**config.mk**
```make
export PLATFORM = sky130hd
export DESIGN_NAME = xcc_unit
export DESIGN_NICKNAME = d
export VERILOG_FILES = /design/src/rtl/xcc_pkg.sv /design/src/rtl/xcc_classifier.sv /design/src/rtl/xcc_comparator.sv /design/src/rtl/xcc_out_stage.sv /design/src/rtl/xcc_unit.sv
export SDC_FILE = /design/constraint.sdc
export NUM_CORES = 1
export LEC_CHECK = 0
export BUFFER_PORTS_ARGS = -buffer_cell sky130_fd_sc_hd__buf_2
export CAP_MARGIN = 40
export CORE_ASPECT_RATIO = 0.8
export CORE_UTILIZATION = 30
export DETAILED_ROUTE_END_ITERATION = 16
export GPL_ROUTABILITY_DRIVEN = 0
export SLEW_MARGIN = 30
export SYNTH_ARGS = -nofsm -noshare
export SYNTH_HDL_FRONTEND = slang
export SYNTH_SLANG_ARGS = --single-unit
export TNS_END_PERCENT = 10
```
**constraint.sdc**
```tcl
create_clock -name clk -period 0.8 [get_ports clk]
set_clock_uncertainty 0.1 [all_clocks]
set_input_delay 0.08 -clock clk [delete_from_list [all_inputs] [get_ports clk]]
set_output_delay 0.08 -clock clk [all_outputs]
set_load 0.005 [all_outputs]
```
**src/rtl/xcc_pkg.sv**
```systemverilog
package xcc_pkg;

  typedef enum logic [2:0] {
    K_EMPTY  = 3'd0,
    K_ZERO   = 3'd1,
    K_DENORM = 3'd2,
    K_UNNORM = 3'd3,
    K_NORMAL = 3'd4,
    K_INF    = 3'd5,
    K_NAN    = 3'd6
  } kind_t;

  typedef enum logic [1:0] {
    MODE_EXAM = 2'b00,
    MODE_CMP  = 2'b01,
    MODE_TST  = 2'b10,
    MODE_ALT  = 2'b11
  } mode_t;

  typedef enum logic [1:0] {
    ORD_GT = 2'd0,
    ORD_LT = 2'd1,
    ORD_EQ = 2'd2
  } ord_t;

  localparam logic [3:0] CC_EMPTY = 4'b1001;
  localparam logic [3:0] CC_UNORD = 4'b1101;

  // Examine code: {C3,C2,C1,C0}, with C1 carrying the sign.
  function automatic logic [3:0] exam_code(input kind_t k, input logic s);
    logic [3:0] c;
    case (k)
      K_ZERO:   c = {2'b10, s, 1'b0};
      K_DENORM: c = {2'b11, s, 1'b0};
      K_UNNORM: c = {2'b00, s, 1'b0};
      K_NORMAL: c = {2'b01, s, 1'b0};
      K_INF:    c = {2'b01, s, 1'b1};
      K_NAN:    c = {2'b00, s, 1'b1};
      default:  c = CC_EMPTY;
    endcase
    return c;
  endfunction

  // Signed ordering from effective signs and magnitude relation.
  function automatic ord_t order_of(input logic sa, input logic sb,
                                    input logic mag_gt, input logic mag_eq);
    ord_t o;
    if (sa != sb)       o = sa ? ORD_LT : ORD_GT;
    else if (mag_eq)    o = ORD_EQ;
    else if (mag_gt ^ sa) o = ORD_GT;
    else                o = ORD_LT;
    return o;
  endfunction

  function automatic logic [3:0] cmp_code(input ord_t o);
    logic [3:0] c;
    case (o)
      ORD_GT:  c = 4'b0000;
      ORD_LT:  c = 4'b0001;
      default: c = 4'b1001;
    endcase
    return c;
  endfunction

endpackage

```
**src/rtl/xcc_classifier.sv**
```systemverilog
module xcc_classifier
  import xcc_pkg::*;
#(
  parameter int EXP_W = 15,
  parameter int MAN_W = 64
) (
  input  logic [EXP_W+MAN_W:0]   opnd,
  input  logic                   empty,
  output kind_t                  kind,
  output logic                   sign,
  output logic [EXP_W+MAN_W-1:0] key
);
  localparam int KEY_W = EXP_W + MAN_W;
  localparam logic [MAN_W-1:0] INT_ONLY = {1'b1, {(MAN_W-1){1'b0}}};

  logic [EXP_W-1:0] ex;
  logic [MAN_W-1:0] mn;
  logic exp_top, exp_bot, man_nil, lead_set;

  assign sign     = opnd[KEY_W];
  assign key      = opnd[KEY_W-1:0];
  assign ex       = opnd[KEY_W-1:MAN_W];
  assign mn       = opnd[MAN_W-1:0];
  assign exp_top  = &ex;
  assign exp_bot  = ~|ex;
  assign man_nil  = ~|mn;
  assign lead_set = mn[MAN_W-1];

  always_comb begin
    if (empty)             kind = K_EMPTY;
    else if (exp_top)      kind = (mn == INT_ONLY) ? K_INF : K_NAN;
    else if (exp_bot)      kind = man_nil ? K_ZERO : K_DENORM;
    else if (lead_set)     kind = K_NORMAL;
    else                   kind = K_UNNORM;
  end
endmodule

```
**src/rtl/xcc_comparator.sv**
```systemverilog
module xcc_comparator
  import xcc_pkg::*;
#(
  parameter int KEY_W = 79
) (
  input  kind_t            kind_a,
  input  kind_t            kind_b,
  input  logic             sign_a,
  input  logic             sign_b,
  input  logic [KEY_W-1:0] key_a,
  input  logic [KEY_W-1:0] key_b,
  output logic [3:0]       cc,
  output logic             unord,
  output logic             inv,
  output logic             den
);
  logic             zero_a, zero_b;
  logic             es_a, es_b;
  logic [KEY_W-1:0] ek_a, ek_b;
  logic             mag_gt, mag_eq;
  ord_t             ord;

  // Zeros collapse to +0 so that their signs never split them.
  assign zero_a = (kind_a == K_ZERO);
  assign zero_b = (kind_b == K_ZERO);
  assign es_a   = sign_a & ~zero_a;
  assign es_b   = sign_b & ~zero_b;
  assign ek_a   = zero_a ? '0 : key_a;
  assign ek_b   = zero_b ? '0 : key_b;
  assign mag_gt = ek_a > ek_b;
  assign mag_eq = ek_a == ek_b;
  assign ord    = order_of(es_a, es_b, mag_gt, mag_eq);

  assign unord = (kind_a == K_EMPTY) || (kind_a == K_NAN) ||
                 (kind_b == K_EMPTY) || (kind_b == K_NAN);
  assign inv   = unord;
  assign den   = (kind_a == K_DENORM) || (kind_b == K_DENORM);
  assign cc    = unord ? CC_UNORD : cmp_code(ord);
endmodule

```
**src/rtl/xcc_out_stage.sv**
```systemverilog
module xcc_out_stage #(
  parameter bit REG_OUT = 1'b1
) (
  input  logic       clk,
  input  logic       rst_n,
  input  logic       v_in,
  input  logic [3:0] cc_in,
  input  logic       inv_in,
  input  logic       den_in,
  input  logic       cmp_in,
  output logic       v_out,
  output logic [3:0] cc_out,
  output logic       inv_out,
  output logic       den_out,
  output logic       cmp_out
);
  generate
    if (REG_OUT) begin : g_reg
      always_ff @(posedge clk or negedge rst_n) begin
        if (!rst_n) begin
          v_out   <= 1'b0;
          cc_out  <= 4'b0000;
          inv_out <= 1'b0;
          den_out <= 1'b0;
          cmp_out <= 1'b0;
        end else begin
          v_out   <= v_in;
          cc_out  <= cc_in;
          inv_out <= inv_in;
          den_out <= den_in;
          cmp_out <= cmp_in;
        end
      end
    end else begin : g_comb
      assign v_out   = v_in;
      assign cc_out  = cc_in;
      assign inv_out = inv_in;
      assign den_out = den_in;
      assign cmp_out = cmp_in;
    end
  endgenerate
endmodule

```
**src/rtl/xcc_unit.sv**
```systemverilog
module xcc_unit
  import xcc_pkg::*;
#(
  parameter int EXP_W   = 15,
  parameter int MAN_W   = 64,
  parameter bit REG_OUT = 1'b1
) (
  input  logic                 clk,
  input  logic                 rst_n,
  input  logic                 in_valid,
  input  logic [1:0]           op_sel,
  input  logic [EXP_W+MAN_W:0] opa,
  input  logic                 opa_empty,
  input  logic [EXP_W+MAN_W:0] opb,
  input  logic                 opb_empty,
  output logic                 out_valid,
  output logic [3:0]           cond_code,
  output logic                 err_invalid,
  output logic                 err_denorm,
  output logic                 host_carry,
  output logic                 host_parity,
  output logic                 host_zero
);
  localparam int KEY_W = EXP_W + MAN_W;
  localparam int OP_W  = KEY_W + 1;

  mode_t            mode;
  logic             cmp_mode, tst_mode;
  logic [OP_W-1:0]  b_src;
  logic             b_emp;
  kind_t            kind_a, kind_b;
  logic             sign_a, sign_b;
  logic [KEY_W-1:0] key_a, key_b;
  logic [3:0]       exam_cc, cmp_cc, res_cc;
  logic             cmp_unord, cmp_inv, cmp_den;
  logic             res_inv, res_den;
  logic             cmp_q;

  assign mode     = mode_t'(op_sel);
  assign tst_mode = (mode == MODE_TST);
  assign cmp_mode = (mode == MODE_CMP) || tst_mode;

  // Test mode replaces B by a present +0.
  assign b_src = tst_mode ? '0 : opb;
  assign b_emp = tst_mode ? 1'b0 : opb_empty;

  xcc_classifier #(.EXP_W(EXP_W), .MAN_W(MAN_W)) u_cls_a (
    .opnd(opa), .empty(opa_empty), .kind(kind_a), .sign(sign_a), .key(key_a)
  );

  xcc_classifier #(.EXP_W(EXP_W), .MAN_W(MAN_W)) u_cls_b (
    .opnd(b_src), .empty(b_emp), .kind(kind_b), .sign(sign_b), .key(key_b)
  );

  xcc_comparator #(.KEY_W(KEY_W)) u_cmp (
    .kind_a(kind_a), .kind_b(kind_b), .sign_a(sign_a), .sign_b(sign_b),
    .key_a(key_a), .key_b(key_b), .cc(cmp_cc), .unord(cmp_unord),
    .inv(cmp_inv), .den(cmp_den)
  );

  assign exam_cc = exam_code(kind_a, sign_a);
  assign res_cc  = cmp_mode ? cmp_cc : exam_cc;
  assign res_inv = cmp_mode & cmp_inv;
  assign res_den = cmp_mode & cmp_den;

  xcc_out_stage #(.REG_OUT(REG_OUT)) u_out (
    .clk(clk), .rst_n(rst_n), .v_in(in_valid), .cc_in(res_cc),
    .inv_in(res_inv), .den_in(res_den), .cmp_in(cmp_mode),
    .v_out(out_valid), .cc_out(cond_code), .inv_out(err_invalid),
    .den_out(err_denorm), .cmp_out(cmp_q)
  );

  assign host_carry  = cond_code[0];
  assign host_parity = cond_code[2];
  assign host_zero   = cond_code[3];
endmodule

```
==> results.py, run 1 <==
metrics = {
    "status": {
        "status": "complete, but fails checks",
        "violations": "negative hold slack, negative setup slack",
    },
    "drt": {
        "viasPerCell": 5.08,
        "wl_um": 12500,
        "dr.pass1.iters": 4,
        "drc": 0,
        "drt_iter0_drc": 190,
        "num_vias": 4265,
        "wl_per_cell_um": 14.9,
        "final_antenna_net_count": 0,
    },
    "critical_path": {
        "path_max_fanout": 8,
        "cp-end-kind": "register",
        "max_stage_delay_ps": 280,
        "cp.arrival_ps": 2490,
        "required_ps": 810,
        "crit_slowest_cell": "a221oi_2",
        "crit_family": "simple AND/OR/NAND/NOR gates",
        "cp-start-kind": "input pin",
        "path_cells": "buf_8 -> inv_8 -> ha_4 -> clkinv_8 -> buf_4 -> bufbuf_16 -> nand2_1 -> ha_1 -> and4_4 -> nand2_4 -> nor2_1 -> a221oi_2 -> nand2_2 -> a211oi_2 -> o2111ai_1 -> and3b_1",
        "cp_num_buf_inv": 5,
        "worstSetupPathType": "in -> reg",
    },
    "final_layout": {
        "fin_nets": 947,
        "drive_gt1_share_pct": 52.2,
        "area_growth_pct": 71.1,
        "num_antenna_cells": 0,
        "fillers": 975,
        "multi_input_area_um2": 3010,
        "regArea_um2": 175,
    },
    "floorplanning": {
        "ios": 177,
        "num_rows": 33,
        "initial_core_util_pct": 30.9,
        "dieArea_um2": 11000,
        "die_h_um": 94.1,
        "die_w_um": 117,
        "coreArea_um2": 10300,
    },
    "synth": {
        "synth_area_leaders": "ha_1 31%, nand2_1 12%, clkbuf_1 10%",
        "yosysTopAreaCell": "ha_1",
        "synth_enable_flop_cells": 0,
        "ys_warn_count": 0,
        "synth.distinct_cells": 42,
        "async_reset_ff_share_pct": 100,
        "synth_top_flop_cell": "dfrtp_1",
        "yosysTopAreaCellShare_pct": 31.5,
        "avgSynthCellArea_um2": 6.53,
        "synth_most_common_cell": "nand2_1",
        "seq_area_frac_synth_pct": 5.51,
        "syn_nets": 734,
        "syn_inst": 487,
        "syn-cell-area_um2": 3180,
        "synth-seq-cells": 7,
        "synth_commonest_cells": "100 x nand2_1, 85 x clkbuf_1, 80 x ha_1, 38 x nor4_1, 34 x nand4_1",
    },
    "timing": {
        "worst_slew_pin_slew_ps": 366,
        "slew_headroom_pct": 75.4,
        "setup_ws_ps": -1690,
        "tns_ps": -7190,
        "holdWs_ps": -1.39,
        "fin_crit_sh_pct": 311,
        "max_freq_mhz": 402,
        "slew_viol_final": 0,
        "setup_viol": 16,
        "final_hold_viol_count": 1,
        "rsz0062_at_grt": "true",
        "finalCriticalPeriod_ps": 2490,
    },
    "worst_hold_path": {
        "hp-class": "in -> reg",
        "hold_end": "u_out.cc_out[1]",
        "worst_hold_path.num_cells": 2,
        "min-delay-start": "opa[79]",
    },
    "power_and_ir_drop": {
        "power_density_nw_per_um2": 744,
        "cellLeakagePower_nw": 2.80,
        "irDropWorstVdd_v": 0.000550,
        "total_power_mw": 4.05,
    },
    "global_route": {
        "grt_pass1_wl_um": 19200,
        "grt_max_degree": 22,
        "track_usage_pct": 22.0,
        "grt_pass1_vias": 4125,
        "grt_overflow": 0,
        "antenna_found_initial": 0,
    },
    "clock_network": {
        "path_clk_slew_ps": 40,
        "cts_root_buffer": "clkbuf_16",
        "clock_path_buffers": 2,
        "cts_buffers": 3,
        "cts_htree_levels": 1,
        "clock-sinks": 7,
        "cts_tree": "done",
    },
    "job": {
        "drv_cap": 0,
    },
    "placement": {
        "hpwl_um": 10700,
        "portBuffers": 176,
    },
}
==> how the worst max path moves through the flow <==
stage | startpoint | end | slack, ps | cells past startpoint
6_report | op_sel[0] | u_out.cc_out[0] | -1690 | 16
3_3_place_gp | op_sel[0] | u_out.cc_out[0] | -1900 | 16
4_1_cts | op_sel[0] | u_out.cc_out[3] | -1640 | 15
3_5_place_dp | op_sel[0] | u_out.cc_out[0] | -1980 | 16
2_1_floorplan | op_sel[0] | u_out.cc_out[0] | -1550 | 15
5_1_grt | op_sel[0] | u_out.cc_out[0] | -1800 | 16
==> report_power, final <==
group          internal, mW  switching [mW]
Combinational          1.49            1.33
Sequential            0.386          0.0130
Clock                 0.654           0.177
Total                  2.53            1.52
==> metal layers <==
layer / up-vias / track usage, % / wire length [um]
met1: 1940 / 31.2 / 6050
li1: 2173 / - / -
met4: 0 / 3.27 / 167
met3: 14 / 1.42 / 566
met5: - / 0 / 0
met2: 138 / 36.7 / 5710
==> registers in the layout, indices dropped and copies added, names as in the netlist <==
name,flops
u_out.inv_out,1
u_out.v_out,1
u_out.den_out,1
u_out.cc_out,4
==> through the flow <==
step                      cell area, um2  setup slack [ps]  cells  util, %
after floorplan                     3450             -1550    487        -
after detailed placement            4930             -1980    822     47.9
after CTS                           5260             -1640    834     51.1
after global placement              4930             -1900    822     47.9
final                               5440             -1690    839     52.9
after global routing                5440             -1800    839     52.9
==> cell usage in the layout, fill, tap and decap left out, types with 10 or more instances in the layout <==
master	Yosys	routed
nand2_1	100	90
o21ai_0	15	10
ha_1	80	69
buf_2	0	174
buf_4	3	110
nor4_1	38	30
nor2_1	23	19
ha_4	0	11
a21oi_1	27	18
nand4_1	34	34
==> logic make-up (layout without fill, tap and decap cells) <==
kind of cell / count (synthesis) / count (layout) / synth area share, %
AO/OA/AOI/OAI: 72 / 72 / 14.4
AND/OR/NAND/NOR: 233 / 233 / 37.0
adder cells (fa/ha/maj): 80 / 80 / 31.5
flip-flops: 7 / 7 / 5.51
buffers and inverters: 95 / 307 / 11.6
==> what timing repair did <==
action	CTS	global route
pin swaps	7	23
hold buffers	2	0
setup buffers	2	5
hold endpoints to repair	8	0
cloned	4	1
endpoints found under the setup margin	16	16
gates resized for setup	19	34
==> final cells by class <==
cell class | instances | area share (%)
clock inverter | 1 | 0.0920
multi-input combinational | 385 | 55.4
tap | 140 | 3.22
inverter | 6 | 0.782
sequential | 7 | 3.22
clock buffer | 3 | 1.38
timing repair buffer | 297 | 35.9
Note: power is estimated with default switching activity, not from simulation.
==> inputs of run 2 (changes only) <==
SKIP_LAST_GASP = 1   (was default)
==> run 2 against run 1 <==
  * The run still ends with negative hold slack, negative setup slack left
  * Combinational power decreased by 2%
  * Global-route usage is 0.055 points lower
  * Die area unchanged
  * Cell area is 1.9% lower
  * Cell count down 0.24%
  * Count of clock-buffer cells in the layout unchanged
  * Non-clock buffer count is 2 lower
  * Power is 1.4% lower
  * Sequential share of layout area is 0.063 points higher
  * Worst setup slack better by 15 ps
  * Core utilization shrank 1.0 points
  * Critical endpoint unchanged
==> results.py, run 2 (same netlist as run 1, synthesis figures left out) <==
metrics = {
    "final_layout": {
        "postLayoutCellArea_um2": 5330,
        "fin_nets": 945,
        "final_util_pct": 51.9,
        "num_antenna_cells": 0,
        "largest_register_ffs": 4,
        "layout.cells.most_common_list": "175 x buf_2, 109 x buf_4, 91 x nand2_1",
        "final_common_cell": "buf_2",
        "drive_gt1_share_pct": 49.9,
        "area_growth_pct": 67.8,
        "regMostFlops": "u_out.cc_out",
    },
    "power_and_ir_drop": {
        "combPwrFrac_pct": 69.1,
        "seqPwrFrac_pct": 10.0,
        "p_switching_mw": 1.49,
        "irDropWorstVdd_v": 0.000546,
        "switching_share_pct": 37.3,
        "total_power_mw": 3.99,
        "cellLeakagePower_nw": 2.75,
        "internal_power_mw": 2.50,
        "pwr-share-clk_pct": 20.9,
        "power_density_nw_per_um2": 748,
    },
    "drt": {
        "drt_iter0_drc": 124,
        "final_antenna_net_count": 0,
        "wl_um": 12300,
        "wl_per_cell_um": 14.7,
        "met2_length_um": 5580,
        "dr.pass1.iters": 4,
        "num_vias": 4245,
        "viasPerCell": 5.07,
        "highest_layer": "met4",
        "dr_wl_met3_um": 552,
        "wl_met1_um": 6020,
        "drc": 0,
    },
    "floorplanning": {
        "ios": 177,
        "num_rows": 33,
        "dieArea_um2": 11000,
        "coreArea_um2": 10300,
        "die_h_um": 94.1,
        "initial_core_util_pct": 30.9,
        "die_w_um": 117,
    },
    "status": {
        "violations": "negative hold slack, negative setup slack",
        "status": "complete, but fails checks",
    },
    "timing": {
        "rsz0062_at_grt": "true",
        "finalCriticalPeriod_ps": 2470,
        "setup_viol": 16,
        "final_hold_viol_count": 1,
        "worst_slew_pin_slew_ps": 460,
        "holdWs_ps": -4.97,
        "tns_ps": -7620,
        "setup_ws_ps": -1670,
        "slew_viol_final": 0,
        "slew_headroom_pct": 69.0,
        "max_freq_mhz": 405,
        "fin_crit_sh_pct": 309,
    },
    "global_route": {
        "grt_pass1_vias": 4119,
        "grt_pass1_wl_um": 19100,
        "grt_overflow": 0,
        "antenna_found_initial": 0,
        "grt_max_degree": 22,
        "track_usage_pct": 21.9,
    },
    "job": {
        "drv_cap": 0,
    },
    "critical_path": {
        "path_max_fanout": 13,
        "worstSetupPathType": "in -> reg",
        "cp.arrival_ps": 2480,
        "critPathLaunch": "op_sel[0]",
        "cp-end-kind": "register",
        "cp-start-kind": "input pin",
        "required_ps": 810,
    },
    "worst_hold_path": {
        "min-delay-start": "opa[79]",
        "hp-class": "in -> reg",
    },
    "clock_network": {
        "path_clk_slew_ps": 40,
        "cts_tree": "done",
        "cts_buffers": 3,
        "cts_root_buffer": "clkbuf_16",
        "clock-sinks": 7,
        "cts_htree_levels": 1,
        "clock_path_buffers": 2,
    },
    "placement": {
        "portBuffers": 176,
        "place_ws_ps": -1980,
        "place_area_um2": 4930,
        "hpwl_um": 10700,
    },
}
run 2: changes by cell type in the layout (fill, tap and decap cells not counted), sizes merged:
cell	previous run	this run
buf	292	290
clkinv	2	3
inv	5	4
run 2: worst paths after layout:
path                                    to  cells after the start
worst max-delay path       u_out.cc_out[0]                     15
min in group asynchronous  u_out.cc_out[2]                      2
max in group asynchronous  u_out.cc_out[1]                      2
worst min-delay path       u_out.cc_out[1]                      2
run 2: final cells by class:
cell class,count,area (um2)
clock buffers,3,75.1
clock inverters,1,5.00
fillers,990,4950
inverters,6,47.5
multi-input cells,385,2930
flip-flops and latches,7,175
well taps,140,175
repair buffers,295,1930
run 2: per-layer routing:
layer / vias to the layer above / track usage, %
li1: 2177 / -
met1: 1925 / 31.3
met2: 127 / 36.4
met3: 16 / 1.35
met4: 0 / 3.59
met5: - / 0
run 2: what timing repair did:
item	in CTS	in global routing
pin swaps	6	20
endpoints found under the setup margin	16	16
buffers inserted	2	3
resized for setup	12	21
gates cloned	4	1
hold buffers	2	0
hold endpoints to repair	9	0
run 2: critical path, cell delays in order:
cell and delay, ps:
buf_8 100, clkinv_8 30, ha_4 150, clkinv_8 90, buf_4 140, bufbuf_16 270, nand2_1 60, ha_1 230
a21oi_1 140, o21ai_0 160, a221oi_2 330, nand2_2 100, a211oi_2 240, o2111ai_1 130, and3b_1 210
run 2: power by group through the flow:
stage | clock network [mW] | registers [mW] | logic [mW]
after floorplan | 0 | 0.406 | 1.32
after global placement | 0 | 0.405 | 2.41
after detailed placement | 0 | 0.405 | 2.48
after CTS | 0.851 | 0.400 | 2.66
after global routing | 0.881 | 0.405 | 3.06
final | 0.832 | 0.399 | 2.76
run 2: metrics by stage:
step | hold WS, ps | instances
finish | -4.97 | 837
global route | 0.784 | 837
CTS | -2.84 | 834
detailed placement | -182 | 822
global placement | -179 | 822
floorplan | -316 | 487
==> inputs of run 3 (changes only) <==
SYNTH_HIERARCHICAL = 1   (was default)
==> run 3 against run 2 <==
  * The flow finishes with violations (negative setup slack)
  * Critical endpoint is now u_out/cc_out[0]
  * Critical path depth is 13 higher
  * Via count is 30% higher
  * Worst hold slack gained 130 ps
==> results.py, run 3 <==
metrics = {
    "global_route": {
        "antenna_found_initial": 0,
        "track_usage_pct": 17.9,
        "grt_pass1_wl_um": 26400,
        "grt_overflow": 0,
        "grt_max_degree": 32,
        "grt_pass1_vias": 5386,
    },
    "critical_path": {
        "crit_slowest_cell": "or4_4",
        "cp_num_buf_inv": 10,
        "required_ps": 810,
        "cp-end-kind": "register",
        "cp-start-kind": "input pin",
        "path_max_fanout": 28,
        "worstSetupPathType": "in -> reg",
        "crit_family": "simple AND/OR/NAND/NOR gates",
        "critPathLaunch": "op_sel[0]",
        "max_stage_delay_ps": 540,
        "cp.arrival_ps": 4880,
    },
    "final_layout": {
        "area_growth_pct": 31.6,
        "num_antenna_cells": 0,
        "postLayoutCellArea_um2": 7080,
        "final_util_pct": 40.6,
        "largest_register_ffs": 4,
        "drive_gt1_share_pct": 44.1,
        "final_common_cell": "buf_2",
        "fillers": 1850,
        "fin_nets": 1170,
        "regMostFlops": "u_out/cc_out",
        "layout.cells.most_common_list": "175 x buf_2, 152 x buf_4, 120 x nor2b_1",
    },
    "power_and_ir_drop": {
        "power_density_nw_per_um2": 784,
        "total_power_mw": 5.55,
        "irDropWorstVdd_v": 0.000823,
        "cellLeakagePower_nw": 3.52,
    },
    "timing": {
        "setup_ws_ps": -4070,
        "slew_viol_final": 0,
        "fin_crit_sh_pct": 609,
        "rsz0062_at_grt": "true",
        "setup_viol": 16,
        "holdWs_ps": 128,
        "slew_headroom_pct": 63.5,
        "max_freq_mhz": 205,
        "tns_ps": -18010,
        "worst_slew_pin_slew_ps": 546,
        "final_hold_viol_count": 0,
        "finalCriticalPeriod_ps": 4870,
    },
    "job": {
        "drv_cap": 0,
    },
    "drt": {
        "wl_per_cell_um": 15.1,
        "viasPerCell": 4.82,
        "final_antenna_net_count": 0,
        "drt_iter0_drc": 254,
        "num_vias": 5526,
        "dr.pass1.iters": 4,
        "drc": 0,
        "wl_um": 17400,
    },
    "clock_network": {
        "clock_path_buffers": 2,
        "path_clk_slew_ps": 40,
        "cts_htree_levels": 1,
        "cts_buffers": 3,
        "cts_root_buffer": "clkbuf_16",
        "cts_tree": "done",
        "clock-sinks": 7,
    },
    "placement": {
        "hpwl_um": 14200,
        "place_area_um2": 6380,
        "portBuffers": 176,
    },
    "synth": {
        "syn_nets": 1008,
        "ys_warn_count": 6,
        "syn-cell-area_um2": 5380,
        "avgSynthCellArea_um2": 7.07,
        "syn_inst": 761,
    },
    "floorplanning": {
        "ios": 177,
        "dieArea_um2": 18500,
        "coreArea_um2": 17400,
        "initial_core_util_pct": 30.8,
        "num_rows": 43,
        "die_h_um": 122,
        "die_w_um": 152,
    },
    "worst_hold_path": {
        "hp-class": "in -> async",
    },
    "status": {
        "violations": "negative setup slack",
        "status": "complete, but fails checks",
    },
}
==> run 3: where the power goes <==
part / leakage (nW) / switching [mW] / internal, mW
registers: 0.0839 / 0.0273 / 0.402
clock network: 0.0382 / 0.190 / 0.663
logic: 3.39 / 2.02 / 2.25
==> run 3: repair_timing <==
action                     in CTS  in global routing
cloned                          2                  1
setup buffers                  13                  9
pin swaps                      20                 21
gates resized for setup        39                 24
hold endpoints to repair        8                  0
hold buffers                    2                  0
setup endpoints to repair      16                 16
==> run 3: per-stage QoR <==
| step | instances | setup slack [ps] |
|---|---|---|
| final | 1147 | -4070 |
| after global routing | 1147 | -4340 |
| after CTS | 1137 | -4050 |
| after detailed placement | 1116 | -4620 |
| after global placement | 1116 | -4580 |
| after floorplan | 761 | -3900 |
==> run 3: worst max-delay path by stage <==
| stage | to | slack, ps | cells after the start |
|---|---|---|---|
| 3_5_place_dp | u_out/cc_out[0] | -4620 | 23 |
| 4_1_cts | u_out/cc_out[0] | -4050 | 23 |
| 3_3_place_gp | u_out/cc_out[0] | -4580 | 23 |
| 5_1_grt | u_out/cc_out[0] | -4340 | 28 |
| 2_1_floorplan | u_out/cc_out[0] | -3900 | 22 |
| 6_report | u_out/cc_out[0] | -4070 | 28 |
==> run 3: layout make-up <==
cell class	count	area, um2	share of cell area (%)
Clock buffer	4	78.8	1.11
Sequential cell	7	175	2.47
Tap cell	225	282	3.98
Multi-Input combinational cell	560	4170	58.9
Timing Repair Buffer	347	2360	33.3
Inverter	4	17.5	0.247
==> run 3: routing by layer <==
layer | vias up | part of all wire (%) | GRT usage (%)
met5 | - | 0 | 0
met4 | 0 | 1.6 | 2.97
met3 | 16 | 4.5 | 1.76
met2 | 159 | 46 | 30.3
met1 | 2536 | 48 | 24.8
li1 | 2815 | - | -
